File: src/rtl/hc_irq_pkg.sv
package hc_irq_pkg;
  localparam int REG_W  = 32;
  localparam int EV_W   = 7;
  localparam int CNT_W  = 2;

  localparam int B_SO   = 0;
  localparam int B_SF   = 2;
  localparam int B_RD   = 3;
  localparam int B_UE   = 4;
  localparam int B_FNO  = 5;
  localparam int B_RHSC = 6;
  localparam int B_MIE  = 31;

  localparam logic [EV_W-1:0]  EV_MASK = 7'b111_1101;
  localparam logic [REG_W-1:0] EN_MASK = (32'd1 << B_MIE) | {{(REG_W-EV_W){1'b0}}, EV_MASK};

  localparam logic [7:0] CMD_RD_CNT   = 8'h02;
  localparam logic [7:0] CMD_RD_STAT  = 8'h03;
  localparam logic [7:0] CMD_RD_EN    = 8'h04;
  localparam logic [7:0] CMD_CLR_STAT = 8'h83;
  localparam logic [7:0] CMD_SET_EN   = 8'h84;
  localparam logic [7:0] CMD_CLR_EN   = 8'h85;

  function automatic logic is_write(input logic [7:0] code);
    return code[7];
  endfunction

  function automatic logic [REG_W-1:0] w1s(input logic [REG_W-1:0] cur,
                                           input logic [REG_W-1:0] msk);
    return cur | msk;
  endfunction

  function automatic logic [REG_W-1:0] w1c(input logic [REG_W-1:0] cur,
                                           input logic [REG_W-1:0] msk);
    return cur & ~msk;
  endfunction

  function automatic logic irq_want(input logic [EV_W-1:0]  stat,
                                    input logic [REG_W-1:0] en);
    return (|(stat & en[EV_W-1:0])) & en[B_MIE];
  endfunction

  function automatic logic [CNT_W-1:0] cnt_step(input logic [CNT_W-1:0] cnt,
                                                input logic inc);
    return inc ? cnt + {{(CNT_W-1){1'b0}}, 1'b1} : cnt;
  endfunction
endpackage

File: src/rtl/hc_irq_evt_detect.sv
module hc_irq_evt_detect
  import hc_irq_pkg::*;
#(
  parameter int FRM_W  = 16,
  parameter int STAT_W = 32,
  parameter int NPORTS = 2
) (
  input  logic                     clk,
  input  logic                     rst_n,
  input  logic                     sof_i,
  input  logic                     sched_ovr_i,
  input  logic                     sys_err_i,
  input  logic                     bus_resume_i,
  input  logic                     sw_resume_i,
  input  logic [FRM_W-1:0]         frm_num_i,
  input  logic [STAT_W-1:0]        hub_stat_i,
  input  logic [NPORTS*STAT_W-1:0] port_stat_i,
  output logic [EV_W-1:0]          evt_o
);
  localparam int FRM_MSB = FRM_W - 1;

  logic                primed_q;
  logic                frm_msb_q;
  logic                resume_q;
  logic [STAT_W-1:0]   hub_q;
  logic [NPORTS-1:0]   port_chg;

  always_ff @(posedge clk) begin
    if (!rst_n) begin
      primed_q  <= 1'b0;
      frm_msb_q <= 1'b0;
      resume_q  <= 1'b0;
      hub_q     <= '0;
    end else begin
      primed_q  <= 1'b1;
      frm_msb_q <= frm_num_i[FRM_MSB];
      resume_q  <= bus_resume_i;
      hub_q     <= hub_stat_i;
    end
  end

  for (genvar p = 0; p < NPORTS; p++) begin : g_port
    logic [STAT_W-1:0] prev_q;
    always_ff @(posedge clk) begin
      if (!rst_n) prev_q <= '0;
      else        prev_q <= port_stat_i[p*STAT_W +: STAT_W];
    end
    assign port_chg[p] = (prev_q != port_stat_i[p*STAT_W +: STAT_W]);
  end

  logic frm_flip, resume_rise, hub_chg;
  assign frm_flip    = primed_q && (frm_num_i[FRM_MSB] != frm_msb_q);
  assign resume_rise = primed_q && bus_resume_i && !resume_q && !sw_resume_i;
  assign hub_chg     = primed_q && ((hub_q != hub_stat_i) || (|port_chg));

  always_comb begin
    evt_o         = '0;
    evt_o[B_SO]   = sched_ovr_i;
    evt_o[B_SF]   = sof_i;
    evt_o[B_RD]   = resume_rise;
    evt_o[B_UE]   = sys_err_i;
    evt_o[B_FNO]  = frm_flip;
    evt_o[B_RHSC] = hub_chg;
  end
endmodule

File: src/rtl/hc_irq_status_reg.sv
module hc_irq_status_reg
  import hc_irq_pkg::*;
(
  input  logic             clk,
  input  logic             rst_n,
  input  logic [EV_W-1:0]  evt_i,
  input  logic             clr_i,
  input  logic [EV_W-1:0]  clr_mask_i,
  output logic [EV_W-1:0]  stat_d_o,
  output logic [EV_W-1:0]  stat_q_o,
  output logic [CNT_W-1:0] cnt_q_o
);
  logic [EV_W-1:0]  stat_q;
  logic [CNT_W-1:0] cnt_q;
  logic [EV_W-1:0]  kept;

  always_comb begin
    kept     = clr_i ? (stat_q & ~clr_mask_i) : stat_q;
    stat_d_o = (kept | evt_i) & EV_MASK;
  end

  always_ff @(posedge clk) begin
    if (!rst_n) begin
      stat_q <= '0;
      cnt_q  <= '0;
    end else begin
      stat_q <= stat_d_o;
      cnt_q  <= cnt_step(cnt_q, evt_i[B_SO]);
    end
  end

  assign stat_q_o = stat_q;
  assign cnt_q_o  = cnt_q;
endmodule

File: src/rtl/hc_irq_enable_reg.sv
module hc_irq_enable_reg
  import hc_irq_pkg::*;
(
  input  logic             clk,
  input  logic             rst_n,
  input  logic             set_i,
  input  logic             clr_i,
  input  logic [REG_W-1:0] wdata_i,
  output logic [REG_W-1:0] en_d_o,
  output logic [REG_W-1:0] en_q_o
);
  logic [REG_W-1:0] en_q;
  logic [REG_W-1:0] msk;
  logic [REG_W-1:0] after_set;

  always_comb begin
    msk       = wdata_i & EN_MASK;
    after_set = set_i ? w1s(en_q, msk) : en_q;
    en_d_o    = clr_i ? w1c(after_set, msk) : after_set;
  end

  always_ff @(posedge clk) begin
    if (!rst_n) en_q <= '0;
    else        en_q <= en_d_o;
  end

  assign en_q_o = en_q;
endmodule

File: src/rtl/hc_irq_aggr.sv
module hc_irq_aggr
  import hc_irq_pkg::*;
#(
  parameter int FRM_W  = 16,
  parameter int STAT_W = 32,
  parameter int NPORTS = 2
) (
  input  logic                     clk,
  input  logic                     rst_n,
  input  logic                     cmd_valid_i,
  input  logic [7:0]               cmd_code_i,
  input  logic [REG_W-1:0]         wr_data_i,
  output logic [REG_W-1:0]         rd_data_o,
  input  logic                     sof_i,
  input  logic                     sched_ovr_i,
  input  logic                     sys_err_i,
  input  logic                     bus_resume_i,
  input  logic                     sw_resume_i,
  input  logic [FRM_W-1:0]         frm_num_i,
  input  logic [STAT_W-1:0]        hub_stat_i,
  input  logic [NPORTS*STAT_W-1:0] port_stat_i,
  output logic                     irq_o
);
  logic             do_clr_stat, do_set_en, do_clr_en, do_read;
  logic [EV_W-1:0]  evt_vec;
  logic [EV_W-1:0]  stat_d, stat_q;
  logic [CNT_W-1:0] ovr_cnt;
  logic [REG_W-1:0] en_d, en_q;
  logic [REG_W-1:0] rd_q;
  logic             irq_q;

  assign do_read     = cmd_valid_i && !is_write(cmd_code_i);
  assign do_clr_stat = cmd_valid_i && (cmd_code_i == CMD_CLR_STAT);
  assign do_set_en   = cmd_valid_i && (cmd_code_i == CMD_SET_EN);
  assign do_clr_en   = cmd_valid_i && (cmd_code_i == CMD_CLR_EN);

  hc_irq_evt_detect #(.FRM_W(FRM_W), .STAT_W(STAT_W), .NPORTS(NPORTS)) u_evt (
    .clk(clk), .rst_n(rst_n), .sof_i(sof_i), .sched_ovr_i(sched_ovr_i),
    .sys_err_i(sys_err_i), .bus_resume_i(bus_resume_i), .sw_resume_i(sw_resume_i),
    .frm_num_i(frm_num_i), .hub_stat_i(hub_stat_i), .port_stat_i(port_stat_i),
    .evt_o(evt_vec)
  );

  hc_irq_status_reg u_stat (
    .clk(clk), .rst_n(rst_n), .evt_i(evt_vec), .clr_i(do_clr_stat),
    .clr_mask_i(wr_data_i[EV_W-1:0]), .stat_d_o(stat_d), .stat_q_o(stat_q),
    .cnt_q_o(ovr_cnt)
  );

  hc_irq_enable_reg u_en (
    .clk(clk), .rst_n(rst_n), .set_i(do_set_en), .clr_i(do_clr_en),
    .wdata_i(wr_data_i), .en_d_o(en_d), .en_q_o(en_q)
  );

  always_ff @(posedge clk) begin
    if (!rst_n) begin
      irq_q <= 1'b0;
      rd_q  <= '0;
    end else begin
      irq_q <= irq_want(stat_d, en_d);
      if (do_read) begin
        case (cmd_code_i)
          CMD_RD_STAT: rd_q <= {{(REG_W-EV_W){1'b0}}, stat_q};
          CMD_RD_EN:   rd_q <= en_q;
          CMD_RD_CNT:  rd_q <= {{(REG_W-CNT_W){1'b0}}, ovr_cnt};
          default:     rd_q <= rd_q;
        endcase
      end
    end
  end

  assign irq_o     = irq_q;
  assign rd_data_o = rd_q;
endmodule

File: config.mk
export PLATFORM = sky130hd
export DESIGN_NAME = hc_irq_aggr
export DESIGN_NICKNAME = d
export VERILOG_FILES = /design/src/rtl/hc_irq_pkg.sv /design/src/rtl/hc_irq_evt_detect.sv /design/src/rtl/hc_irq_status_reg.sv /design/src/rtl/hc_irq_enable_reg.sv /design/src/rtl/hc_irq_aggr.sv
export SDC_FILE = /design/constraint.sdc
export NUM_CORES = 1
export LEC_CHECK = 0
export BUFFER_PORTS_ARGS = -buffer_cell sky130_fd_sc_hd__buf_4
export CAP_MARGIN = 20
export CORE_MARGIN = 2
export CORE_UTILIZATION = 52
export DETAILED_ROUTE_END_ITERATION = 7
export PLACE_DENSITY = 0.94
export SLEW_MARGIN = 30
export SYNTH_ARGS = -nofsm -noshare
export SYNTH_HDL_FRONTEND = slang
export SYNTH_SLANG_ARGS = --single-unit
File: constraint.sdc
create_clock -name clk -period 3.9 [get_ports clk]
set_input_delay 0 -clock clk [delete_from_list [all_inputs] [get_ports clk]]
set_output_delay 0 -clock clk [all_outputs]
set_load 0.05 [all_outputs]
# [Word-level counts from Yosys, hierarchy flattened]
# Cells that the tools add are included.
[totals] reg_bits=173 inputBits=160 word_cells=53 out_inout_bits=33
[op_classes] n_mux=5 bitwise=8 addsub=1 eq_ne=10 reduce_logical=17
[ops] operator="$ne A32 B32 Y1" count=3
[ops] operator="$pmux W32 S3" count=1
[ops] operator="$mux W32" count=2
[ops] operator="$and A32 B32 Y32" count=1
[ops] operator="$not A32 Y32" count=1
[ops] operator="$or A32 B32 Y32" count=1
[ops] operator="$eq A8 B8 Y1 const B" count=3
[ops] operator="$eq A8 B2 Y1 const B" count=2
[ops] operator="$and A7 B7 Y7" count=2
[ops] operator="$logic_and A1 B1 Y1" count=9
[ops] operator="$eq A8 B3 Y1 const B" count=1
[ops] operator="$mux W7" count=1
[ops] operator="$not A7 Y7" count=1
[ops] operator="$or A7 B7 Y7" count=1
[ops] operator="$reduce_or A7 Y1" count=1
[ops] operator="$logic_not A1 Y1" count=3
[ops] operator="$reduce_bool A3 Y1" count=1
[ops] operator="$add A2 B1 Y2 const B" count=1
[ops] operator="$reduce_and A2 Y1" count=1
[ops] operator="$reduce_or A2 Y1" count=1
[ops] operator="$and A1 B1 Y1" count=1
[ops] operator="$logic_or A1 B1 Y1" count=1
[ops] operator="$mux W1" count=1
[ops] operator="$ne A1 B1 Y1" count=1

# [Logic depth before layout (Yosys ltp)]
# Gate-level depths: netlist of run 1.
[depth] depth_word=8 depth_mapped=7 mapped_depth_nobuf=6

# [Cells and area by module]
# Synthesis of run 1 repeated with hierarchy kept, for this count alone.
[hier_totals] cells_unflattened=635 area_unflattened_um2=6551.3
[by_module_without_submodules] mod="hc_irq_evt_detect" instances=1 cells_per_inst=347 seq_area_each_um2=1981.9 area_each_um2=3763.6
[by_module_without_submodules] mod="hc_irq_aggr" instances=1 cells_per_inst=165 seq_area_each_um2=660.6 area_each_um2=1757.9
[by_module_without_submodules] mod="hc_irq_enable_reg" instances=1 cells_per_inst=81 seq_area_each_um2=140.1 area_each_um2=653.1
[by_module_without_submodules] mod="hc_irq_status_reg" instances=1 cells_per_inst=42 seq_area_each_um2=160.2 area_each_um2=376.6

# [Worst setup path before layout of run 1]
# Ideal clock, no wire load.
[synth_path] path_type="register -> register" start="reg u_evt.hub_q[26]" end="reg irq_q (netlist: irq_o)" slack_ns=2.414 t_required_ns=3.774 path_stages_with_launch=7 setup_ns=0.126 path_buffers=0 synth_period_minus_slack_ns=1.486 t_arrival_ns=1.360 path_cell_list="dfxtp_1 > xor2_1 > nor4_1 > nand4_1 > or3_1 > o211ai_2 > a31oi_1"
[synth_between] elab_chain_len=7
[synth_rtl] element="start, declared" line_no="hc_irq_evt_detect.sv:25" source="logic [STAT_W-1:0] hub_q;"
[synth_rtl] element="start signal, assigned" line_no="hc_irq_evt_detect.sv:38" source="hub_q <= hub_stat_i;"
[synth_rtl] element="$ne A32 B32 Y1" line_no="hc_irq_evt_detect.sv:54" source="assign hub_chg = primed_q && ((hub_q != hub_stat_i) || (|port_chg));"
[synth_rtl] element="$logic_or A1 B1 Y1" line_no="hc_irq_evt_detect.sv:54"
[synth_rtl] element="$logic_and A1 B1 Y1" line_no="hc_irq_evt_detect.sv:54"
[synth_rtl] element="$or A7 B7 Y7" line_no="hc_irq_status_reg.sv:19" source="stat_d_o = (kept | evt_i) & EV_MASK;"
[synth_rtl] element="$and A7 B7 Y7" line_no="hc_irq_pkg.sv:40" source="return (|(stat & en[EV_W-1:0])) & en[B_MIE];"
[synth_rtl] element="$reduce_or A7 Y1" line_no="hc_irq_pkg.sv:40"
[synth_rtl] element="$and A1 B1 Y1" line_no="hc_irq_pkg.sv:40"
[synth_rtl] element="end signal, assigned" line_no="hc_irq_aggr.sv:60" source="irq_q <= irq_want(stat_d, en_d);"
[synth_rtl] element="end, declared" line_no="hc_irq_aggr.sv:30" source="logic irq_q;"
# No other way between the ends.
# A chain may end at the register's enable or synchronous reset.

# [Worst setup path after layout of run 1]
[layout_path] start="in cmd_code_i[3]" end="reg u_en.en_q[5] (netlist: u_en.en_q_o[5])"
[layout_between] elab_chain_len=5 word_cells_on_any_way=7 classes_between="2 x eq/ne; 2 x mux; 1 x bitwise; 2 x reduce/logical"
[layout_rtl] element="start, declared" line_no="hc_irq_aggr.sv:11" source="input logic [7:0] cmd_code_i,"
[layout_rtl] element="$eq A8 B8 Y1" line_no="hc_irq_aggr.sv:34" source="assign do_set_en = cmd_valid_i && (cmd_code_i == CMD_SET_EN);"
[layout_rtl] element="$logic_and A1 B1 Y1" line_no="hc_irq_aggr.sv:34"
[layout_rtl] element="$mux W32" line_no="hc_irq_enable_reg.sv:18" source="after_set = set_i ? w1s(en_q, msk) : en_q;"
[layout_rtl] element="$and A32 B32 Y32" line_no="hc_irq_pkg.sv:35" source="return cur & ~msk;"
[layout_rtl] element="$mux W32 *" line_no="hc_irq_enable_reg.sv:19" source="en_d_o = clr_i ? w1c(after_set, msk) : after_set;"
[layout_rtl] element="end signal, assigned" line_no="hc_irq_enable_reg.sv:24" source="else en_q <= en_d_o;"
[layout_rtl] element="end, declared" line_no="hc_irq_enable_reg.sv:12" source="logic [REG_W-1:0] en_q;"
# Every way passes the cells marked *; elsewhere a longest branch is shown, timed or not.

==> results of run 1 <==
==> worst reg2reg max path: stages, from the launching register on <==
cell	delay, ns
dfxtp_1	0.31
xor2_1	0.14
nor4_1	0.38
nand4_1	0.18
or3_1	0.42
o211ai_2	0.16
a31oi_1	0.09
==> flip-flops by register name, summed over array words and instances, names as in the netlist <==
register	cells
u_stat.stat_q_o	6
u_evt.resume_q	1
u_en.en_q_o	7
u_evt.primed_q	1
rd_data_o	8
u_stat.cnt_q_o	2
u_evt.frm_msb_q	1
irq_o	1
u_evt.g_port.prev_q	64
u_evt.hub_q	32
==> layout make-up <==
cell class              instances  area, um2
fillers                       453       1480
inverters                       4       15.0
flip-flops and latches        123       2460
repair buffers                252       2200
multi-input cells             348       2380
diodes                          2       5.00
clock inverters                13        155
well taps                     129        161
clock buffers                  19        432
==> stage by stage <==
stage	std cells	hold slack (ns)
2_1_floorplan	513	0.0277
3_3_place_gp	732	0.215
3_5_place_dp	732	0.220
4_1_cts	888	0.0207
5_1_grt	890	0.0693
6_report	890	0.0762
==> cell usage after synthesis (all sizes together) (2+ instances only) <==
master	instances	area, um2
a211oi	3	27.5
nand2	14	55.1
clkbuf	12	45.0
xnor2	65	569
and2	104	651
a31oi	3	18.8
nor4	14	109
a21oi	10	50.1
buf	26	193
nand3	8	40.0
and4b	2	20.0
mux2	3	37.5
and3	2	17.5
inv	4	15.0
nor2	15	58.8
nand4	21	131
a221oi	6	52.6
nor3	8	51.3
xor2	34	298
dfxtp	123	2460
==> cells by family after synthesis <==
kind of cell | share of synthesized area (%)
other cells | 0.0749
mux | 0.750
buf+inv | 5.05
compound gates | 4.05
flops | 49.2
xor+xnor | 17.3
simple gates | 23.6
==> routing by layer <==
layer  track usage, %  up-vias
met4             14.4        0
li1                 -     2091
met1             33.6     2134
met3             6.43       44
met2             59.6      271
met5                0        -
==> where the power goes <==
group          total (W)  switching (W)  internal [W]
combinational   0.000467       0.000218      0.000250
sequential       0.00135      0.0000347       0.00132
clock            0.00155       0.000609      0.000941
total            0.00337       0.000862       0.00251
==> worst max path at each step <==
stage | to | slack [ns]
after floorplan | irq_o | 2.41
after global placement | rd_data_o[3] | 2.10
after detailed placement | rd_data_o[3] | 2.06
after CTS | u_en.en_q_o[5] | 1.57
after global routing | u_en.en_q_o[3] | 1.39
final | u_en.en_q_o[5] | 1.51
==> flow_summary_export.csv, run 1 <==
group,metric,value,unit
outcome,status,"complete, no violations",
timing,tns,0,ns
clock_network,clk_pin_slew_worst_paths,0.06,ns
timing,fin_ws,1.51,ns
clock_network,cts_buffer_depth,2,
drt,drt_iter0_markers,252,
final_layout,areaGrowthSynthToFinish,56.0,%
worst_setup_path,r2r.worst_path.cells,6,
die,pin_count,193,
synth,netlist_area,0.00500,mm2
clock_network,cts_buffers,17,
die,initial_core_util,53.9,%
timing,finalCriticalPeriod,2.39,ns
timing,fmax,419,MHz
drt,drt_wl_total,16000,um
synth,seq_area_frac_synth,49.2,%
worst_setup_path,crit_top_cell,"dlygate4sd3_1",
drt,wl_met3,1100,um
clock_network,hold_buffers,124,
grt,overflow,0,
synth,postSynthCellCount,490,
drt,drcViolationCount,0,
grt,grt_max_degree,108,
timing,clock-skew-final,0.0130,ns
place,dp_slack,2.06,ns
grt,grtUsageTotal,31.6,%
drt,dr_total_vias,4540,
synth,yosysUniqueCellTypes,42,
synth,ys_async_sr_fraction,0,%
place,place.gp.congestion,0.876,
worst_setup_path,worstReg2RegStart,"u_evt.hub_q[9]",
final_layout,fin_area,0.00781,mm2
synth,synth.avg_cell_area,10.2,um2
drt,wl_met1,5820,um
drt,postRouteAntennaNets,0,
final_layout,final_common_cell,"buf_4",
worst_setup_path,crit_path_start,"cmd_code_i[3]",
drt,met2WireLength,8590,um
timing,grt_setup_unrepaired,"false",
job,cap_violations,0,
grt,grt_pass1_wl,24700,um
timing,period_share,61.2,%
grt,antenna_found_initial,2,
drt,routed.top_layer,"met4",
worst_setup_path,critPathKind,"in2reg",
timing,finalMaxSlewViolations,0,
die,die-area,0.0104,mm2
place,placed_area,0.00598,mm2
synth,synth_edf_count,0,
final_layout,final_cell_mix,"buf_4, dlygate4sd3_1, dfxtp_1",
timing,finalSetupViolations,0,
timing,worst_slew_pin_slew,0.829,ns
die,die_height,102,um
clock_network,post_cts_buffers,0,
hold_path,min_path_type,"in2reg",
clock_network,htreeDepth,4,
worst_setup_path,r2r_slack,2.10,ns
die,die_w,102,um
synth,ys.flop_type,"dfxtp_1",
die,row_count,35,
clock_network,cts_tree,"done",
worst_setup_path,cp_slowest_cell,"dlygate4sd3_1",
worst_setup_path,crit_fanout,8,
worst_setup_path,start_kind,"primary input",
die,core_area,0.00928,mm2
final_layout,drive_gt1_share,22.4,%
worst_setup_path,path_cells,"dlygate4sd3_1 -> buf_4 -> nor4_4 -> and2_1 -> nand3_1 -> dlygate4sd3_1 -> a21oi_1 -> dlygate4sd3_1",
worst_setup_path,worstReg2RegEnd,"irq_o",
power,p_per_area,432,mW/mm2
place,io_buffers,128,
worst_setup_path,cp.required,4.35,ns
drt,vias_per_cell,5.10,
worst_setup_path,critPathTopFamily,"buffers and inverters",
final_layout,post-route-util,84.1,%
timing,hold_violations,0,
hold_path,holdPathEnd,"u_evt.primed_q",
synth,synth_warnings,0,
worst_setup_path,cpPeakStageDelay,0.59,ns
power,leakagePower,3.29,nW
timing,maxSlewHeadroom,44.7,%
drt,wl_per_cell,17.9,um
worst_setup_path,worstPathArrival,2.84,ns
place,hpwlAfterDp,7670,um
synth,ys_ff_latch,123,
final_layout,nNetsFinal,906,
clock_network,clock_sinks,123,
hold_path,hold_start,"rst_n",
hold_path,hold_depth,1,
clock_network,cts_resized,0,
power,ir_worst_vdd,0.315,mV
worst_setup_path,critical_path.endpoint_type,"flip-flop",
power,p_total,0.00337,W
grt,grt_pass1_vias,4914,
worst_setup_path,crit_buf_inv,4,
drt,dr.pass1.iters,5,
worst_setup_path,cp.depth,8,
clock_network,clk_latency,0.51,ns
clock_network,root_buffer,"clkbuf_8",
No activity file was read; power rests on OpenSTA's default activity.
==> inputs of run 2 (changes only) <==
--- a/config.mk
+++ b/config.mk
@@ -5,12 +5,13 @@
 export SDC_FILE = /design/constraint.sdc
 export NUM_CORES = 1
 export LEC_CHECK = 0
+export ABC_AREA = 1
 export BUFFER_PORTS_ARGS = -buffer_cell sky130_fd_sc_hd__buf_4
 export CAP_MARGIN = 20
 export CORE_MARGIN = 2
-export CORE_UTILIZATION = 52
+export CORE_UTILIZATION = 46
 export DETAILED_ROUTE_END_ITERATION = 7
-export PLACE_DENSITY = 0.94
+export PLACE_DENSITY = 0.87
 export SLEW_MARGIN = 30
 export SYNTH_ARGS = -nofsm -noshare
 export SYNTH_HDL_FRONTEND = slang
==> constraint.sdc (replaced) <==
create_clock -name clk -period 2.1 [get_ports clk]
set_input_delay 0 -clock clk [delete_from_list [all_inputs] [get_ports clk]]
set_output_delay 0 -clock clk [all_outputs]
set_load 0.05 [all_outputs]
==> run 2 against run 1 <==
  * Clock skew decreased by 0.0067 ns
  * Synthesized area increased by 17%
  * Cell count increased by 52%
  * Power increased by 96%
==> flow_summary_export.csv, run 2 <==
group,metric,value,unit
outcome,status,"complete, no violations",
worst_setup_path,crit_top_cell,"nand2_1",
synth,yosys-top-cells-area,"dfxtp_1, nand2_1, inv_1, nor2_1, xor2_1",
die,core_area,0.0125,mm2
die,die_w,117,um
hold_path,min_path_type,"in2reg",
synth,yosys.area_share.adder,0,%
clock_network,clk_latency,0.42,ns
drt,met2WireLength,8750,um
drt,wl_met3,883,um
place,dp_slack,0.574,ns
drt,wl_met1,6110,um
place,place.gp.congestion,0.809,
final_layout,instances_no_fill,1356,
final_layout,nNetsFinal,1331,
place,place_inst,1214,
synth,yosysTopAreaCellShare,42.1,%
die,die_height,117,um
drt,wl_per_cell,12.0,um
timing,period_share,81.7,%
drt,vias_per_cell,4.44,
clock_network,cts_buffers,17,
drt,drt_wl_total,16300,um
worst_setup_path,critPathKind,"in2reg",
clock_network,cts_buffer_depth,2,
drt,drcViolationCount,0,
grt,grt_max_degree,109,
timing,fmax,583,MHz
power,ir_worst_vdd,0.562,mV
final_layout,final_cell_mix,"nand2_1, inv_1, nor2_1",
final_layout,drive_gt1_share,14.2,%
synth,netlist_area,0.00585,mm2
worst_setup_path,critPathTopFamily,"simple AND/OR/NAND/NOR gates",
clock_network,clk_pin_slew_worst_paths,0.06,ns
final_layout,regMostFlops,"u_evt.g_port.prev_q",
timing,tns,0,ns
power,leakagePower,5.11,nW
synth,muxShareOfSynthArea,0,%
synth,post_synth_and_or_nand_nor_area_fraction,30.7,%
worst_setup_path,start_kind,"primary input",
drt,drt_iter0_markers,408,
worst_setup_path,crit_buf_inv,3,
place,io_buffers,128,
drt,routed.top_layer,"met4",
clock_network,post_cts_buffers,0,
clock_network,root_buffer,"clkbuf_16",
synth,synth_common_cells,"nand2_1, inv_1, nor2_1",
synth,synth_edf_count,0,
timing,fin_ws,0.384,ns
grt,grtUsageTotal,24.6,%
timing,worst_slew_pin_slew,0.513,ns
synth,synth_warnings,0,
grt,antenna_found_initial,0,
synth,postSynthCellCount,927,
drt,dr.pass1.iters,5,
drt,dr_total_vias,6015,
final_layout,fillers,916,
worst_setup_path,critical_path.endpoint_type,"flip-flop",
timing,finalCriticalPeriod,1.72,ns
final_layout,areaGrowthSynthToFinish,47.8,%
worst_setup_path,cp.required,2.39,ns
timing,finalMaxSlewViolations,0,
synth,synth_top_cell_by_area,"dfxtp_1",
worst_setup_path,cp_slowest_cell,"dlygate4sd3_1",
timing,grt_setup_unrepaired,"false",
die,die-area,0.0136,mm2
synth,seq_area_frac_synth,42.1,%
clock_network,cts_resized,0,
synth,synth_top_family_by_area,"simple AND/OR/NAND/NOR gates",
grt,grt_pass1_vias,5858,
die,pin_count,193,
grt,grt_pass1_wl,25900,um
power,p_total,0.00659,W
synth,ys_async_sr_fraction,0,%
worst_setup_path,crit_fanout,6,
synth,synth.most_common_cell,"nand2_1",
worst_setup_path,cpPeakStageDelay,0.54,ns
clock_network,htreeDepth,4,
job,cap_violations,0,
clock_network,cts_tree,"done",
place,hpwlAfterDp,8510,um
timing,maxSlewHeadroom,65.8,%
grt,overflow,0,
clock_network,clock_sinks,123,
die,row_count,41,
power,p_per_area,762,mW/mm2
die,initial_core_util,46.8,%
synth,ys_ff_latch,123,
synth,yosysUniqueCellTypes,28,
synth,synth.avg_cell_area,6.31,um2
timing,clock-skew-final,0.00628,ns
final_layout,largest_reg_flops,64,
timing,finalSetupViolations,0,
timing,hold_violations,0,
worst_setup_path,path_cells,"dlygate4sd3_1 -> buf_4 -> inv_1 -> nor2_1 -> nand3_1 -> o21ai_0 -> nand2_1 -> nand2_1 -> nand2_1 -> nor2_1 -> a21oi_1",
final_layout,final_common_cell,"nand2_1",
drt,postRouteAntennaNets,0,
worst_setup_path,worstPathArrival,2.01,ns
final_layout,post-route-util,69.1,%
synth,ys.flop_type,"dfxtp_1",
synth,synth-xor-area-share,4.19,%
synth,synth_compound_area_share,4.28,%
run 2: changes by cell type after synthesis, moves of 12 or more:
cell     before  now
nand2_1      13  296
nor2_1       14  145
o21ai_0       0   18
nand4_1      21    1
and2_1      104    0
xnor2_1      65    0
inv_1         4  227
nor4_1       12    0
run 2: metrics by stage:
stage	instance area (um2)	hold WS, ns
after floorplan	5940	0.0277
final	8650	0.0220
after CTS	8650	0.00808
after global placement	6910	0.188
after global routing	8650	0.0423
after detailed placement	6910	0.194
run 2: per-layer routing:
metal,vias to the layer above,track usage [%]
met1,2671,24.5
met2,205,46.8
li1,3079,-
met4,0,11.5
met3,60,7.31
met5,-,0
run 2: area by class of cell:
| type | instances | area [um2] | area share, % |
|---|---|---|---|
| Clock inverter | 6 | 133 | 1.53 |
| Sequential cell | 123 | 2460 | 28.5 |
| Timing Repair Buffer | 239 | 2080 | 24.1 |
| Antenna cell | 1 | 2.50 | 0.0289 |
| Multi-Input combinational cell | 560 | 2380 | 27.6 |
| Inverter | 230 | 863 | 9.98 |
| Clock buffer | 25 | 505 | 5.84 |
| Tap cell | 172 | 215 | 2.49 |
run 2: path summary, 6_finish.rpt:
| kind | start | endpoint | slack (ns) | cells past startpoint |
|---|---|---|---|---|
| max | cmd_code_i[0] | irq_o | 0.38 | 11 |
| min | wr_data_i[6] | u_en.en_q_o[6] | 0.02 | 4 |
| max reg2reg | u_evt.g_port[0].prev_q[21] | irq_o | 0.54 | 12 |
| min reg2reg | u_stat.cnt_q_o[1] | u_stat.cnt_q_o[1] | 0.47 | 1 |
run 2: worst register-to-register path, cell delays in order (launching register included):
cell and delay (ns):
dfxtp_1 0.31, nor2_1 0.16, nor2_1 0.09, nor2_1 0.10
nand2_1 0.05, nor2_1 0.13, nand2_1 0.06, nor2_1 0.14
nand3_1 0.11, nand2_1 0.09, nand2_1 0.05, nand2_1 0.07
a21oi_1 0.07
run 2: cell families (layout without fill, tap and decap cells):
kind of cell / after synthesis / in the layout
other: 1 / 25
xor gates and xnor gates: 28 / 28
and+or+nand+nor: 465 / 465
buffers and inverters: 267 / 500
AOI/OAI and AO/OA: 43 / 43
DFF: 123 / 123
run 2: power by group:
part           total (W)  internal [W]  switching [W]
Sequential       0.00251       0.00245      0.0000597
Combinational   0.000920      0.000437       0.000483
Clock            0.00316       0.00214        0.00103
Total            0.00659       0.00502        0.00157
run 2: repair_timing:
item                                   in CTS  in global routing
hold buffers                              110                  0
setup endpoints to repair                   0                  0
endpoints found under the hold margin     118                  0
==> inputs of run 3 (changes only) <==
--- a/config.mk
+++ b/config.mk
@@ -5,13 +5,13 @@
 export SDC_FILE = /design/constraint.sdc
 export NUM_CORES = 1
 export LEC_CHECK = 0
-export ABC_AREA = 1
+export ABC_AREA = 0
 export BUFFER_PORTS_ARGS = -buffer_cell sky130_fd_sc_hd__buf_4
 export CAP_MARGIN = 20
 export CORE_MARGIN = 2
-export CORE_UTILIZATION = 46
+export CORE_UTILIZATION = 49
 export DETAILED_ROUTE_END_ITERATION = 7
-export PLACE_DENSITY = 0.87
+export PLACE_DENSITY = 0.9
 export SLEW_MARGIN = 30
 export SYNTH_ARGS = -nofsm -noshare
 export SYNTH_HDL_FRONTEND = slang
==> constraint.sdc (replaced) <==
create_clock -name clk -period 1.7 [get_ports clk]
set_input_delay 0 -clock clk [delete_from_list [all_inputs] [get_ports clk]]
set_output_delay 0 -clock clk [all_outputs]
set_load 0.05 [all_outputs]
==> run 3 against run 2 <==
  * The run now ends with negative setup slack left
  * Clock power up 19%
  * Worst setup slack worse by 0.42 ns
  * Wire length down 1.0%
  * Global-route usage up 4.7 points
  * Register-to-register slack worse by 0.57 ns
  * Combinational power up 22%
  * First-iteration DRC count down 48%
  * Worst hold slack better by 0.011 ns
  * Largest power group unchanged
==> flow_summary_export.csv, run 3 (synthesis results as in run 1) <==
group,metric,value,unit
clock_network,htreeDepth,4,
worst_setup_path,r2r.worst_path.cells,6,
place,io_buffers,128,
clock_network,root_buffer,"clkbuf_8",
power,p_per_area,987,mW/mm2
timing,clock-skew-final,0.00818,ns
clock_network,clock_sinks,123,
die,core_area,0.00986,mm2
clock_network,cts_buffers,17,
timing,fmax,577,MHz
drt,drcViolationCount,0,
die,pin_count,193,
final_layout,final_cell_mix,"buf_4, dlygate4sd3_1, dfxtp_1",
drt,vias_per_cell,5.00,
die,die-area,0.0110,mm2
timing,grt_setup_unrepaired,"true",
final_layout,post-route-util,81.9,%
worst_setup_path,crit_fanout,2,
job,cap_violations,0,
timing,worst_slew_pin_slew,0.499,ns
timing,finalMaxSlewViolations,0,
clock_network,cts_tree,"done",
power,p_total,0.00798,W
worst_setup_path,crit_top_cell,"nand4_1",
final_layout,multi_input_area,0.00243,mm2
final_layout,areaGrowthSynthToFinish,61.5,%
drt,dr_total_vias,4574,
worst_setup_path,cp_slowest_cell,"nor4_2",
grt,grtUsageTotal,29.4,%
final_layout,regMostFlops,"u_evt.g_port.prev_q",
worst_setup_path,critPathKind,"reg2reg",
final_layout,antenna_cells,0,
die,die_w,105,um
power,leakagePower,3.43,nW
die,initial_core_util,50.7,%
drt,drt_iter0_markers,211,
hold_path,hold_depth,4,
worst_setup_path,worstPathArrival,2.13,ns
outcome,failed_checks,"negative setup slack",
grt,grt_pass1_wl,25200,um
final_layout,fin_area,0.00808,mm2
die,die_height,105,um
worst_setup_path,path_cells,"xnor2_1 -> nand4_1 -> nor4_2 -> nand4_1 -> o211ai_2 -> a31oi_1",
grt,grt_max_degree,57,
drt,postRouteAntennaNets,0,
clock_network,cts_buffer_depth,2,
grt,antenna_found_initial,0,
hold_path,min_path_type,"in2reg",
grt,grt_pass1_vias,5076,
final_layout,largest_reg_flops,64,
final_layout,final_common_cell,"buf_4",
timing,fin_ws,-0.0321,ns
final_layout,nNetsFinal,928,
drt,wl_per_cell,17.6,um
final_layout,fillers,488,
timing,finalSetupViolations,2,
drt,drt_wl_total,16100,um
place,hpwlAfterDp,7780,um
final_layout,seqCellArea,0.00246,mm2
die,row_count,36,
timing,finalCriticalPeriod,1.73,ns
drt,dr.pass1.iters,5,
worst_setup_path,critical_path.endpoint_type,"flip-flop",
worst_setup_path,cpPeakStageDelay,0.36,ns
grt,overflow,0,
outcome,status,"complete, but fails checks",
place,placed_area,0.00603,mm2
power,ir_worst_vdd,0.640,mV
place,place.gp.congestion,0.860,
clock_network,clk_latency,0.52,ns
final_layout,drive_gt1_share,24.2,%
worst_setup_path,cp.required,2.10,ns
clock_network,clk_pin_slew_worst_paths,0.06,ns
worst_setup_path,start_kind,"flip-flop",
timing,period_share,102,%
timing,maxSlewHeadroom,66.7,%
timing,hold_violations,0,
==> run 3: changes by cell type in the layout (fill, tap and decap cells not counted), moves of 18 or more <==
| cell | previous run | this run |
|---|---|---|
| nand2_1 | 296 | 13 |
| inv_1 | 227 | 4 |
| nor2_1 | 145 | 14 |
| and2_1 | 0 | 104 |
| xnor2_1 | 0 | 65 |
| dlygate4sd3_1 | 110 | 135 |
| nand4_1 | 1 | 21 |
| o21ai_0 | 18 | 0 |
==> run 3: area by class of cell <==
type / instances / share of cell area [%]
inverters: 4 / 0.186
well taps: 133 / 2.06
multi-input cells: 348 / 30.1
flip-flops and latches: 123 / 30.5
clock buffers: 19 / 5.34
clock inverters: 13 / 2.15
repair buffers: 274 / 29.7
==> run 3: per-layer routing <==
metal	part of all wire [%]	global-route usage, %
met2	54	55.9
met4	2.9	13.0
met5	0	0
met1	37	30.3
met3	5.8	6.74
==> run 3: worst max-delay path, delay by kind of cell, from the launching register on <==
family	cells	cell delay (ns)
compound gates	2	0.29
simple gates	3	0.78
flops	1	0.32
xor+xnor	1	0.22
==> run 3: through the flow <==
step                      hold slack, ns  setup TNS (ns)  cells  setup slack (ns)
after floorplan                   0.0277               0    513             0.214
after global placement             0.218        -0.00779    743          -0.00779
after detailed placement           0.223          -0.107    743           -0.0649
after CTS                         0.0130        -0.00642    911          -0.00642
final                             0.0333         -0.0346    914           -0.0321
after global routing              0.0340          -0.149    914           -0.0921
==> run 3: path summary, 6_finish.rpt <==
path                               from            endpoint  slack [ns]
max          u_evt.g_port[0].prev_q[21]               irq_o       -0.03
min                       cmd_code_i[3]  u_stat.stat_q_o[3]        0.03
max reg2reg  u_evt.g_port[0].prev_q[21]               irq_o       -0.03
min reg2reg                rd_data_o[1]        rd_data_o[1]        0.46
==> run 3: report_power, final <==
part / switching, W / total [W] / internal [W] / leakage, nW
Combinational: 0.000517 / 0.00112 / 0.000607 / 2.11
Sequential: 0.0000788 / 0.00311 / 0.00303 / 1.02
Clock: 0.00134 / 0.00375 / 0.00240 / 0.297
==> run 3: repair_timing <==
action / 4_1_cts / 5_1_grt
hold buffers: 136 / 0
setup buffers: 0 / 4
cloned: 0 / 0
gates resized for setup: 3 / 7
endpoints found under the hold margin: 116 / 0
pin swaps: 1 / 5
setup endpoints to repair: 2 / 3
